==> src/rtl/deser_pkg.sv <==
package deser_pkg;
  typedef struct packed {
    logic strobe;
    logic is_data;
  } bnd_evt_t;
endpackage

==> src/rtl/bit_shifter.sv <==
module bit_shifter #(
  parameter int SYM_W = 7
) (
  input  logic             clk,
  input  logic             rst,
  input  logic             din,
  output logic [SYM_W-1:0] sym
);
  always_ff @(posedge clk) begin
    if (rst) sym <= '0;
    else     sym <= {sym[SYM_W-2:0], din};
  end
endmodule

==> src/rtl/sym_framer.sv <==
module sym_framer
  import deser_pkg::*;
#(
  parameter int SYM_W      = 7,
  parameter int MISS_LIMIT = 3
) (
  input  logic             clk,
  input  logic             rst,
  input  logic [SYM_W-1:0] ctl_sym,
  input  logic [SYM_W-1:0] sync_pat,
  input  logic [SYM_W-1:0] data_pat,
  output logic             locked,
  output bnd_evt_t         evt
);
  localparam int CNT_W  = (SYM_W > 1) ? $clog2(SYM_W) : 1;
  localparam int MISS_W = $clog2(MISS_LIMIT + 1);
  localparam logic [CNT_W-1:0]  LAST_BIT  = CNT_W'(SYM_W - 1);
  localparam logic [MISS_W-1:0] LAST_MISS = MISS_W'(MISS_LIMIT - 1);

  logic [CNT_W-1:0]  bit_cnt;
  logic [MISS_W-1:0] miss_cnt;
  logic hit_sync, hit_data, at_bnd;

  assign hit_sync = (ctl_sym == sync_pat);
  assign hit_data = (ctl_sym == data_pat);
  assign at_bnd   = locked && (bit_cnt == LAST_BIT);

  assign evt.strobe  = at_bnd;
  assign evt.is_data = at_bnd && hit_data;

  always_ff @(posedge clk) begin
    if (rst) begin
      locked   <= 1'b0;
      bit_cnt  <= '0;
      miss_cnt <= '0;
    end else if (!locked) begin
      bit_cnt  <= '0;
      miss_cnt <= '0;
      if (hit_sync) locked <= 1'b1;
    end else if (at_bnd) begin
      bit_cnt <= '0;
      if (hit_sync || hit_data) begin
        miss_cnt <= '0;
      end else if (miss_cnt == LAST_MISS) begin
        miss_cnt <= '0;
        locked   <= 1'b0;
      end else begin
        miss_cnt <= miss_cnt + 1'b1;
      end
    end else begin
      bit_cnt <= bit_cnt + 1'b1;
    end
  end
endmodule

==> src/rtl/pair_packer.sv <==
module pair_packer
  import deser_pkg::*;
#(
  parameter int PIX_W  = 14,
  parameter int WORD_W = 32
) (
  input  logic              clk,
  input  logic              rst,
  input  bnd_evt_t          evt,
  input  logic [PIX_W-1:0]  pixel,
  input  logic              fifo_full,
  output logic              wr_en,
  output logic [WORD_W-1:0] wr_data,
  output logic              overflow
);
  localparam int HALF_W = WORD_W / 2;

  logic [PIX_W-1:0]  held;
  logic              half;
  logic              emit;
  logic [WORD_W-1:0] word;

  assign emit = evt.strobe && half;

  always_comb begin
    word = '0;
    word[PIX_W-1:0] = held;
    if (evt.is_data) word[HALF_W +: PIX_W] = pixel;
  end

  always_ff @(posedge clk) begin
    if (rst) begin
      wr_en    <= 1'b0;
      wr_data  <= '0;
      overflow <= 1'b0;
      held     <= '0;
      half     <= 1'b0;
    end else begin
      wr_en <= 1'b0;
      if (emit) begin
        if (fifo_full) begin
          overflow <= 1'b1;
        end else begin
          wr_en   <= 1'b1;
          wr_data <= word;
        end
      end
      if (evt.is_data) begin
        half <= !half;
        if (!half) held <= pixel;
      end else if (evt.strobe) begin
        half <= 1'b0;
      end
    end
  end
endmodule

==> src/rtl/lane_pair_deser.sv <==
module lane_pair_deser
  import deser_pkg::*;
#(
  parameter int SYM_W      = 7,
  parameter int WORD_W     = 32,
  parameter int MISS_LIMIT = 3
) (
  input  logic              clk,
  input  logic              rst,
  input  logic              lane0_bit,
  input  logic              lane1_bit,
  input  logic              ctl_bit,
  input  logic [SYM_W-1:0]  sync_pat,
  input  logic [SYM_W-1:0]  data_pat,
  input  logic              fifo_full,
  output logic              wr_en,
  output logic [WORD_W-1:0] wr_data,
  output logic              locked,
  output logic              overflow
);
  localparam int N_SHIFT = 3;
  localparam int PIX_W   = 2 * SYM_W;

  logic [N_SHIFT-1:0] serial_in;
  logic [SYM_W-1:0]   syms [N_SHIFT];
  logic [PIX_W-1:0]   pixel;
  bnd_evt_t           evt;

  assign serial_in = {ctl_bit, lane1_bit, lane0_bit};

  for (genvar g = 0; g < N_SHIFT; g++) begin : g_shift
    bit_shifter #(.SYM_W(SYM_W)) u_shift (
      .clk (clk),
      .rst (rst),
      .din (serial_in[g]),
      .sym (syms[g])
    );
  end

  assign pixel = {syms[0], syms[1]};

  sym_framer #(.SYM_W(SYM_W), .MISS_LIMIT(MISS_LIMIT)) u_framer (
    .clk      (clk),
    .rst      (rst),
    .ctl_sym  (syms[2]),
    .sync_pat (sync_pat),
    .data_pat (data_pat),
    .locked   (locked),
    .evt      (evt)
  );

  pair_packer #(.PIX_W(PIX_W), .WORD_W(WORD_W)) u_packer (
    .clk       (clk),
    .rst       (rst),
    .evt       (evt),
    .pixel     (pixel),
    .fifo_full (fifo_full),
    .wr_en     (wr_en),
    .wr_data   (wr_data),
    .overflow  (overflow)
  );
endmodule

==> config.mk <==
export PLATFORM = sky130hd
export DESIGN_NAME = lane_pair_deser
export DESIGN_NICKNAME = d
export VERILOG_FILES = /design/src/rtl/deser_pkg.sv /design/src/rtl/bit_shifter.sv /design/src/rtl/sym_framer.sv /design/src/rtl/pair_packer.sv /design/src/rtl/lane_pair_deser.sv
export SDC_FILE = /design/constraint.sdc
export NUM_CORES = 1
export LEC_CHECK = 0
export BUFFER_PORTS_ARGS = -buffer_cell sky130_fd_sc_hd__buf_2
export CORE_MARGIN = 2
export CORE_UTILIZATION = 48
export DETAILED_ROUTE_END_ITERATION = 10
export HOLD_SLACK_MARGIN = 0.15
export PLACE_DENSITY = 0.74
export SLEW_MARGIN = 5
export SYNTH_ARGS = -nofsm -noshare
export SYNTH_HDL_FRONTEND = slang
export SYNTH_SLANG_ARGS = --single-unit
export TNS_END_PERCENT = 30
==> constraint.sdc <==
create_clock -name clk -period 1.6 [get_ports clk]
set_input_delay 0.16 -clock clk [delete_from_list [all_inputs] [get_ports clk]]
set_output_delay 0.16 -clock clk [all_outputs]
set_load 0.005 [all_outputs]
==> Word-level counts from Yosys, hierarchy flattened <==
Cells that the tools add are included.
{ "totals": {"register_bits": 72, "latchBits": 0, "mem_bits_rw": 0, "mem_bits_ro": 0, "input_bits": 20, "out_inout_bits": 35, "wordCells": 44, "mem_count": 0} }
{ "op_classes": {"addsub": 2, "mul": 0, "n_div": 0, "n_lt_le_gt_ge": 0, "n_eq_ne": 4, "shift": 0, "muxes": 11, "n_bitwise": 4, "n_reduce_logical": 12} }
{ "ops": {"columns": ["op", "count"], "rows": [
  ["== test 7 bit", 2],
  ["2-to-1 mux 14 bit", 1],
  ["2-to-1 mux 1 bit", 8],
  ["AND reduction 2 bit", 3],
  ["2-to-1 mux 2 bit", 2],
  ["inverter 1 bit", 4],
  ["OR reduction 2 bit", 2],
  ["adder 3 x 1 -> 3 bit (second input constant)", 1],
  ["== test 3 bit (second input constant)", 1],
  ["logical AND 1 bit", 3],
  ["OR reduction 3 bit", 1],
  ["adder 2 x 1 -> 2 bit (second input constant)", 1],
  ["== test 2 bit (second input constant)", 1],
  ["nonzero test 2 bit", 1],
  ["logical NOT 1 bit", 1],
  ["logical OR 1 bit", 1]
]} }

==> Longest topological paths before layout <==
Gate-level depths: netlist (run 1).
{ "logic_depth": {"depth_word": 5, "depth_mapped": 8, "depth_no_buf": 6} }

==> By module <==
From an unflattened synthesis (run 1), not the netlist that was laid out.
{ "unflattened": {"hier_cells": 291, "area_unflattened_um2": 2592.5} }
{ "by_module_without_submodules": {"columns": ["module", "n_inst", "cells_each", "area_per_inst_um2", "seq_area_each_um2"], "rows": [
  ["pair_packer", 1, 201, 1611.5, 900.9],
  ["bit_shifter", 3, 14, 183.9, 140.1],
  ["sym_framer", 1, 48, 429.2, 120.1]
]} }

==> Worst setup path after synthesis (run 1) <==
Ideal clock, no wire load.
{ "synth_timing": {"path_type": "reg2reg", "startpoint": "reg u_framer.bit_cnt[0]", "endpoint": "reg u_packer.wr_data[10]", "setup_time_ns": 0.132, "t_arrival_ns": 1.562, "t_required_ns": 1.468, "setup_slack_ns": -0.094, "path_stages_with_launch": 9, "n_path_buf": 2, "period_less_slack_ns": 1.694, "cell_sequence": "dfxtp_1 -> inv_1 -> ha_1 -> nand3_2 -> or3b_2 -> clkbuf_1 -> buf_2 -> nand2_1 -> a21oi_1"} }
{ "synth_between": {"elab_chain_cells": 4} }
{ "synth_lines": {"columns": ["item", "line", "source"], "rows": [
  ["from (decl)", "sym_framer.sv:20", "logic [CNT_W-1:0] bit_cnt;"],
  ["from (signal assigned)", "sym_framer.sv:51", "bit_cnt <= bit_cnt + 1'b1;"],
  ["== test 3 bit", "sym_framer.sv:26", "assign at_bnd = locked && (bit_cnt == LAST_BIT);"],
  ["logical AND 1 bit", "sym_framer.sv:26", null],
  ["logical AND 1 bit", "pair_packer.sv:23", "assign emit = evt.strobe && half;"],
  ["AND reduction 2 bit (no line)", null, null],
  ["to (signal assigned)", "pair_packer.sv:45", "wr_data <= word;"],
  ["to (decl)", "pair_packer.sv:13", "output logic [WORD_W-1:0] wr_data,"]
]} }
No other way between the ends.
A chain may end at the register's enable or synchronous reset.

==> Worst setup path in the final report (run 1) <==
{ "layout_timing": {"startpoint": "reg g_shift[2].u_shift.sym[6]", "endpoint": "reg u_packer.held[7]"} }
{ "layout_between": {"elab_chain_cells": 3} }
{ "layout_lines": {"columns": ["item", "line", "source"], "rows": [
  ["from (decl)", "bit_shifter.sv:7", "output logic [SYM_W-1:0] sym"],
  ["from (signal assigned)", "bit_shifter.sv:11", "else sym <= {sym[SYM_W-2:0], din};"],
  ["== test 7 bit", "sym_framer.sv:25", "assign hit_data = (ctl_sym == data_pat);"],
  ["logical AND 1 bit", "sym_framer.sv:29", "assign evt.is_data = at_bnd && hit_data;"],
  ["AND reduction 2 bit (no line)", null, null],
  ["to (signal assigned)", "pair_packer.sv:50", "if (!half) held <= pixel;"],
  ["to (decl)", "pair_packer.sv:18", "logic [PIX_W-1:0] held;"]
]} }
No other way between the ends.

==> results of run 1 <==
-- per-layer routing --
layer	global-route usage [%]	up-vias
li1	-	992
met1	22.3	927
met3	4.02	11
met5	0	-
met2	27.1	45
met4	11.1	0
-- tightest hold or removal path, delay by kind of cell --
| family | cells | cell delay [ns] |
|---|---|---|
| XOR/XNOR | 1 | 0.06 |
| buffers and inverters | 1 | 0.09 |
| AND/OR/NAND/NOR | 1 | 0.11 |
| AO/OA/AOI/OAI | 1 | 0.08 |
-- worst paths after layout --
path / start / to
max: g_shift[2].u_shift.sym[6] / u_packer.held[7]
min: sync_pat[6] / u_framer.locked
max reg2reg: g_shift[2].u_shift.sym[6] / u_packer.held[7]
min reg2reg: u_packer.held[12] / u_packer.wr_data[12]
-- synthesized netlist by cell type (all sizes together), types with 3 or more instances --
library cell  instances  area [sq um]
nor2b                35           219
nand2b                5          31.3
nand2                33           124
dfxtp                72          1440
nand4                 3          18.8
xnor2                 4          35.0
a22o                 12           105
a21oi                18          90.1
nand3                 3          32.5
mux2                 12           169
buf                   9          63.8
nor2                 10          37.5
and3                  3          20.0
clkbuf                7          26.3
xor2                 11          96.3
-- registers in the layout, summed over array words and instances, names as in the netlist --
signal	count
u_packer.wr_en	1
u_framer.bit_cnt	3
u_packer.half	1
g_shift.u_shift.sym	21
u_packer.overflow	1
u_packer.wr_data	28
u_packer.held	14
u_framer.locked	1
u_framer.miss_cnt	2
-- placed cells by master (no fill, tap or decap), drive strengths merged, types with 3 or more instances in the layout --
cell type    netlist  final
nand4              3      3
xnor2              4      4
and3               3      3
nand2b             5      5
conb               1      4
a21oi             18     18
buf                9     71
mux2              12     12
or3b               1      3
nand2             33     33
dfxtp             72     72
nor2b             35     35
clkbuf             7     14
dlygate4sd3        0      4
nor2              10     10
xor2              11     11
nand3              3      3
a22o              12     12
-- where the power goes --
part / switching (W) / internal [W]
sequential: 0.00000912 / 0.00180
combinational: 0.0000724 / 0.0000638
clock: 0.000620 / 0.00101
-- layout make-up --
class | count | area [sq um]
multi-input cells | 170 | 1250
fillers | 414 | 1920
repair buffers | 75 | 495
clock buffers | 14 | 173
clock inverters | 2 | 60.1
well taps | 72 | 90.1
flip-flops and latches | 72 | 1450
inverters | 1 | 3.75
-- cell families (layout without fill, tap and decap cells) --
group	Yosys count	after routing	synth area share, %
AO/OA/AOI/OAI	34	34	8.50
XOR/XNOR	15	15	4.93
adder cells (fa/ha/maj)	2	2	0.939
buffers and inverters	17	92	3.52
flip-flops	72	72	54.1
multiplexers	14	14	7.09
other	1	4	0.141
AND/OR/NAND/NOR	98	101	20.8
-- per-stage QoR --
stage | util, % | cells | cell area (sq um) | hold slack [ns]
after CTS | 62.0 | 399 | 3370 | 0.192
after global routing | 64.8 | 406 | 3520 | 0.242
after floorplan | - | 256 | 2690 | 0.288
after detailed placement | 55.3 | 373 | 3010 | 0.376
final | 64.8 | 406 | 3520 | 0.212
after global placement | 55.3 | 373 | 3010 | 0.374
-- timing repair --
item,4_1_cts,5_1_grt
buffers inserted,5,4
resized for setup,5,23
setup endpoints to repair,40,44
hold buffers,4,0
gates cloned,1,3
hold endpoints to repair,5,0
pin swaps,4,10
==> impl_metrics.env, run 1 <==
export IMPL_drc=0
export IMPL_fin_setup_tns_ns=0
export IMPL_rsz0062_at_grt="true"
export IMPL_dp_hpwl_mm=3.31
export IMPL_p_total_w=0.00358
export IMPL_clock_sinks=72
export IMPL_leakagePower_nw=1.55
export IMPL_grt_antenna_before_repair=0
export IMPL_worst_r2r_cell_count=6
export IMPL_htreeDepth=3
export IMPL_drt_iter0_markers=123
export IMPL_endpoint_kind="flop"
export IMPL_cellPowerDensity_nw_per_um2=1020
export IMPL_io_pins=55
export IMPL_crit_cells=6
export IMPL_num_vias=1975
export IMPL_synthArstFlopShare_pct=0
export IMPL_die_w_microns=78.5
export IMPL_layout_nets=351
export IMPL_area_growth_pct=32.2
export IMPL_wl_mm=5.49
export IMPL_synth_seq_cells=72
export IMPL_setup_viol=0
export IMPL_dominantRegCellSynth="dfxtp_1"
export IMPL_clk_pin_slew_worst_paths_ns=0.07
export IMPL_initial_core_util_pct=49.0
export IMPL_insertion_delay_ns=0.34
export IMPL_cts_made_buffers=9
export IMPL_wl_met2_mm=2.58
export IMPL_grt_pass1_wl_mm=8.21
export IMPL_whs_path_depth=4
export IMPL_reg2reg_slack_ns=0.01
export IMPL_grt_pass1_vias=1748
export IMPL_die_h_microns=78.5
export IMPL_syn_inst=253
export IMPL_dr_max_layer_used="met4"
export IMPL_tritoncts="yes"
export IMPL_fmax_mhz=631
export IMPL_portBuffers=50
export IMPL_grt_ovfl_total=0
export IMPL_antenna_cells=0
export IMPL_die_area_sq_um=6160
export IMPL_ant_nets=0
export IMPL_cp_slowest_cell="dfxtp_2"
export IMPL_wl_met1_mm=2.56
export IMPL_clock_skew_ns=0.00601
export IMPL_required_ns=1.83
export IMPL_placementRows=27
export IMPL_irDropWorstVdd_mv=0.767
export IMPL_max_stage_delay_ns=0.33
export IMPL_wl_met3_microns=217
export IMPL_dpl_worst_slack_ns=-0.198
export IMPL_path_buf_inv=2
export IMPL_hp_class="input port to flop"
export IMPL_status="finished clean"
export IMPL_clockBufferDepth=2
export IMPL_dr_pass1_iters=4
export IMPL_vias_per_cell=4.86
export IMPL_synth_seq_area_share_pct=54.1
export IMPL_ys_warn_count=0
export IMPL_cts_root_buf="clkbuf_8"
export IMPL_path_class="flop to flop"
export IMPL_maxCapViolCount=0
export IMPL_finalCritPeriodShare_pct=99.1
export IMPL_cp_max_fo=7
export IMPL_track_usage_pct=17.6
export IMPL_grt_max_degree=32
export IMPL_synth_edff_count=0
export IMPL_coreArea_sq_um=5440
export IMPL_fin_ws_ns=0.0140
export IMPL_min_period_ns=1.59
export IMPL_wl_per_cell_microns=13.5
export IMPL_finalHoldViolCount=0
export IMPL_worstPathCellList="xor2_2 -> nor4_4 -> buf_4 -> nand3_4 -> buf_12 -> mux2_4"
export IMPL_synth_cell_type_count=34
export IMPL_critical_path_top_delay_family="simple AND/OR/NAND/NOR gates"
export IMPL_avgSynthCellArea_sq_um=10.5
export IMPL_synth_area_sq_um=2660
export IMPL_routabilityCongestion=0.825
export IMPL_drive_gt1_share_pct=36.2
export IMPL_start_kind="flop"
export IMPL_arrival_ns=1.82
export IMPL_slew_violations=0
No activity file was read; power rests on OpenSTA's default activity.
==> run 2: changes to the inputs <==
--- a/config.mk
+++ b/config.mk
@@ -6,11 +6,13 @@
 export NUM_CORES = 1
 export LEC_CHECK = 0
 export BUFFER_PORTS_ARGS = -buffer_cell sky130_fd_sc_hd__buf_2
+export CELL_PAD_IN_SITES_DETAIL_PLACEMENT = 2
+export CELL_PAD_IN_SITES_GLOBAL_PLACEMENT = 2
 export CORE_MARGIN = 2
-export CORE_UTILIZATION = 48
+export CORE_UTILIZATION = 30
 export DETAILED_ROUTE_END_ITERATION = 10
 export HOLD_SLACK_MARGIN = 0.15
-export PLACE_DENSITY = 0.74
+export PLACE_DENSITY_LB_ADDON = 0.1
 export SLEW_MARGIN = 5
 export SYNTH_ARGS = -nofsm -noshare
 export SYNTH_HDL_FRONTEND = slang
==> impl_metrics.env, run 2 (synthesized netlist as in run 1, its figures left out) <==
export IMPL_die_w_microns=98.2
export IMPL_post_dp_cell_area_sq_um=3100
export IMPL_min_period_ns=1.60
export IMPL_cellPowerDensity_nw_per_um2=1050
export IMPL_portBuffers=50
export IMPL_endpoint_kind="flop"
export IMPL_mostFrequentLayoutCells="dfxtp_1, buf_2, nor2b_1"
export IMPL_met1_usage_pct=18.4
export IMPL_wl_mm=7.04
export IMPL_area_growth_pct=33.2
export IMPL_grt_antenna_before_repair=0
export IMPL_status="finished, violations left"
export IMPL_coreArea_sq_um=8680
export IMPL_reg_largest_list="u_packer.wr_data: 28 flops, g_shift.u_shift.sym: 21 flops, u_packer.held: 14 flops"
export IMPL_grtUsageMet2_pct=25.9
export IMPL_clk_pin_slew_worst_paths_ns=0.08
export IMPL_clockBufferDepth=2
export IMPL_fin_ws_ns=-0.0000389
export IMPL_timing_hold_ws_ns=0.170
export IMPL_fmax_mhz=625
export IMPL_p_total_w=0.00372
export IMPL_reg2reg_slack_ns=-0.00004
export IMPL_rsz0062_at_grt="true"
export IMPL_layout_commonest_cell="dfxtp_1"
export IMPL_irDropWorstVdd_mv=0.394
export IMPL_antenna_cells=0
export IMPL_start_kind="flop"
export IMPL_design_area_sq_um=3550
export IMPL_hp_class="input port to flop"
export IMPL_grt_pass1_wl_mm=11.3
export IMPL_clock_skew_ns=0.0107
export IMPL_maxCapViolCount=0
export IMPL_num_vias=2030
export IMPL_grt_met3_usage_pct=3.08
export IMPL_dp_hpwl_mm=4.39
export IMPL_drc=0
export IMPL_path_class="flop to flop"
export IMPL_die_area_sq_um=9650
export IMPL_final_cells=438
export IMPL_vias_per_cell=4.63
export IMPL_io_pins=55
export IMPL_arrival_ns=1.89
export IMPL_insertion_delay_ns=0.35
export IMPL_initial_core_util_pct=30.7
export IMPL_dr_pass1_iters=4
export IMPL_setup_viol=1
export IMPL_largest_register="u_packer.wr_data"
export IMPL_htreeDepth=3
export IMPL_cts_root_buf="clkbuf_8"
export IMPL_drive_gt1_share_pct=36.4
export IMPL_largest_reg_flops=28
export IMPL_ant_nets=0
export IMPL_cts_made_buffers=9
export IMPL_failed_checks="setup timing"
export IMPL_grt_max_degree=31
export IMPL_routabilityCongestion=0.732
export IMPL_placementRows=34
export IMPL_cp_max_fo=6
export IMPL_drt_iter0_markers=37
export IMPL_busiest_layer="met2"
export IMPL_finalHoldViolCount=0
export IMPL_clock_sinks=72
export IMPL_finalCritPeriodShare_pct=100
export IMPL_wl_per_cell_microns=16.1
export IMPL_slew_violations=0
export IMPL_tritoncts="yes"
export IMPL_required_ns=1.89
export IMPL_track_usage_pct=15.0
export IMPL_grt_ovfl_total=0
export IMPL_die_h_microns=98.2
export IMPL_dp_cells=413
export IMPL_leakagePower_nw=1.54
export IMPL_grt_pass1_vias=2227
export IMPL_layout_nets=348
==> run 2: cell types whose count changed in the layout (fill, tap and decap cells not counted), sizes merged <==
cell         change
and4b            -1
buf              -2
bufinv           +1
clkbuf           -3
clkinv           +1
dlygate4sd3      -1
inv              +1
==> run 2: repair_timing <==
item,in CTS,in global routing
buffers inserted,3,1
hold endpoints to repair,3,0
setup endpoints to repair,42,45
hold buffers,3,0
pin swaps,8,13
gates resized for setup,5,16
gates cloned,2,1
==> run 2: area by class of cell <==
cell class	count	area (sq um)
fill	958	5130
sequential	72	1450
multi-input combinational	169	1240
timing repair buffer	73	480
clock buffer	10	138
tap	108	135
clock inverter	5	104
inverter	1	3.75
==> run 2: routing by layer <==
layer  part of all wire [%]  vias to the layer above
li1                       -                      985
met1                     47                      998
met2                     48                       36
met3                    3.2                       11
met4                    1.6                        0
met5                      0                        -
==> run 2: per-stage QoR <==
step	TNS (ns)	setup WS, ns	util, %
floorplan	-0.692	-0.0524	-
global placement	-4.64	-0.298	35.7
detailed placement	-5.48	-0.319	35.7
CTS	-0.292	-0.0245	39.6
global route	-1.86	-0.0972	40.9
finish	-0.0000389	-0.0000389	40.9
==> run 2: worst max-delay path, cell delays in order (launching register included) <==
cell and delay, ns:
dfxtp_1 0.32, inv_1 0.06, ha_2 0.19, nand3_4 0.10, nor3b_4 0.24, and4b_2 0.34
clkbuf_16 0.17, a22o_1 0.12
==> run 2: final timing paths <==
kind	startpoint	to	cells past startpoint
worst max-delay path	u_framer.bit_cnt[0]	u_packer.wr_data[27]	7
worst min-delay path	rst	g_shift[2].u_shift.sym[1]	2
worst max register to register	u_framer.bit_cnt[0]	u_packer.wr_data[27]	7
worst min register to register	u_packer.wr_data[5]	u_packer.wr_data[5]	2
==> run 2: where the power goes <==
part	switching [W]	leakage [nW]	internal [W]
registers	0.00000871	0.583	0.00180
logic	0.0000811	0.835	0.0000592
clock network	0.000696	0.123	0.00107
total	0.000786	1.54	0.00293
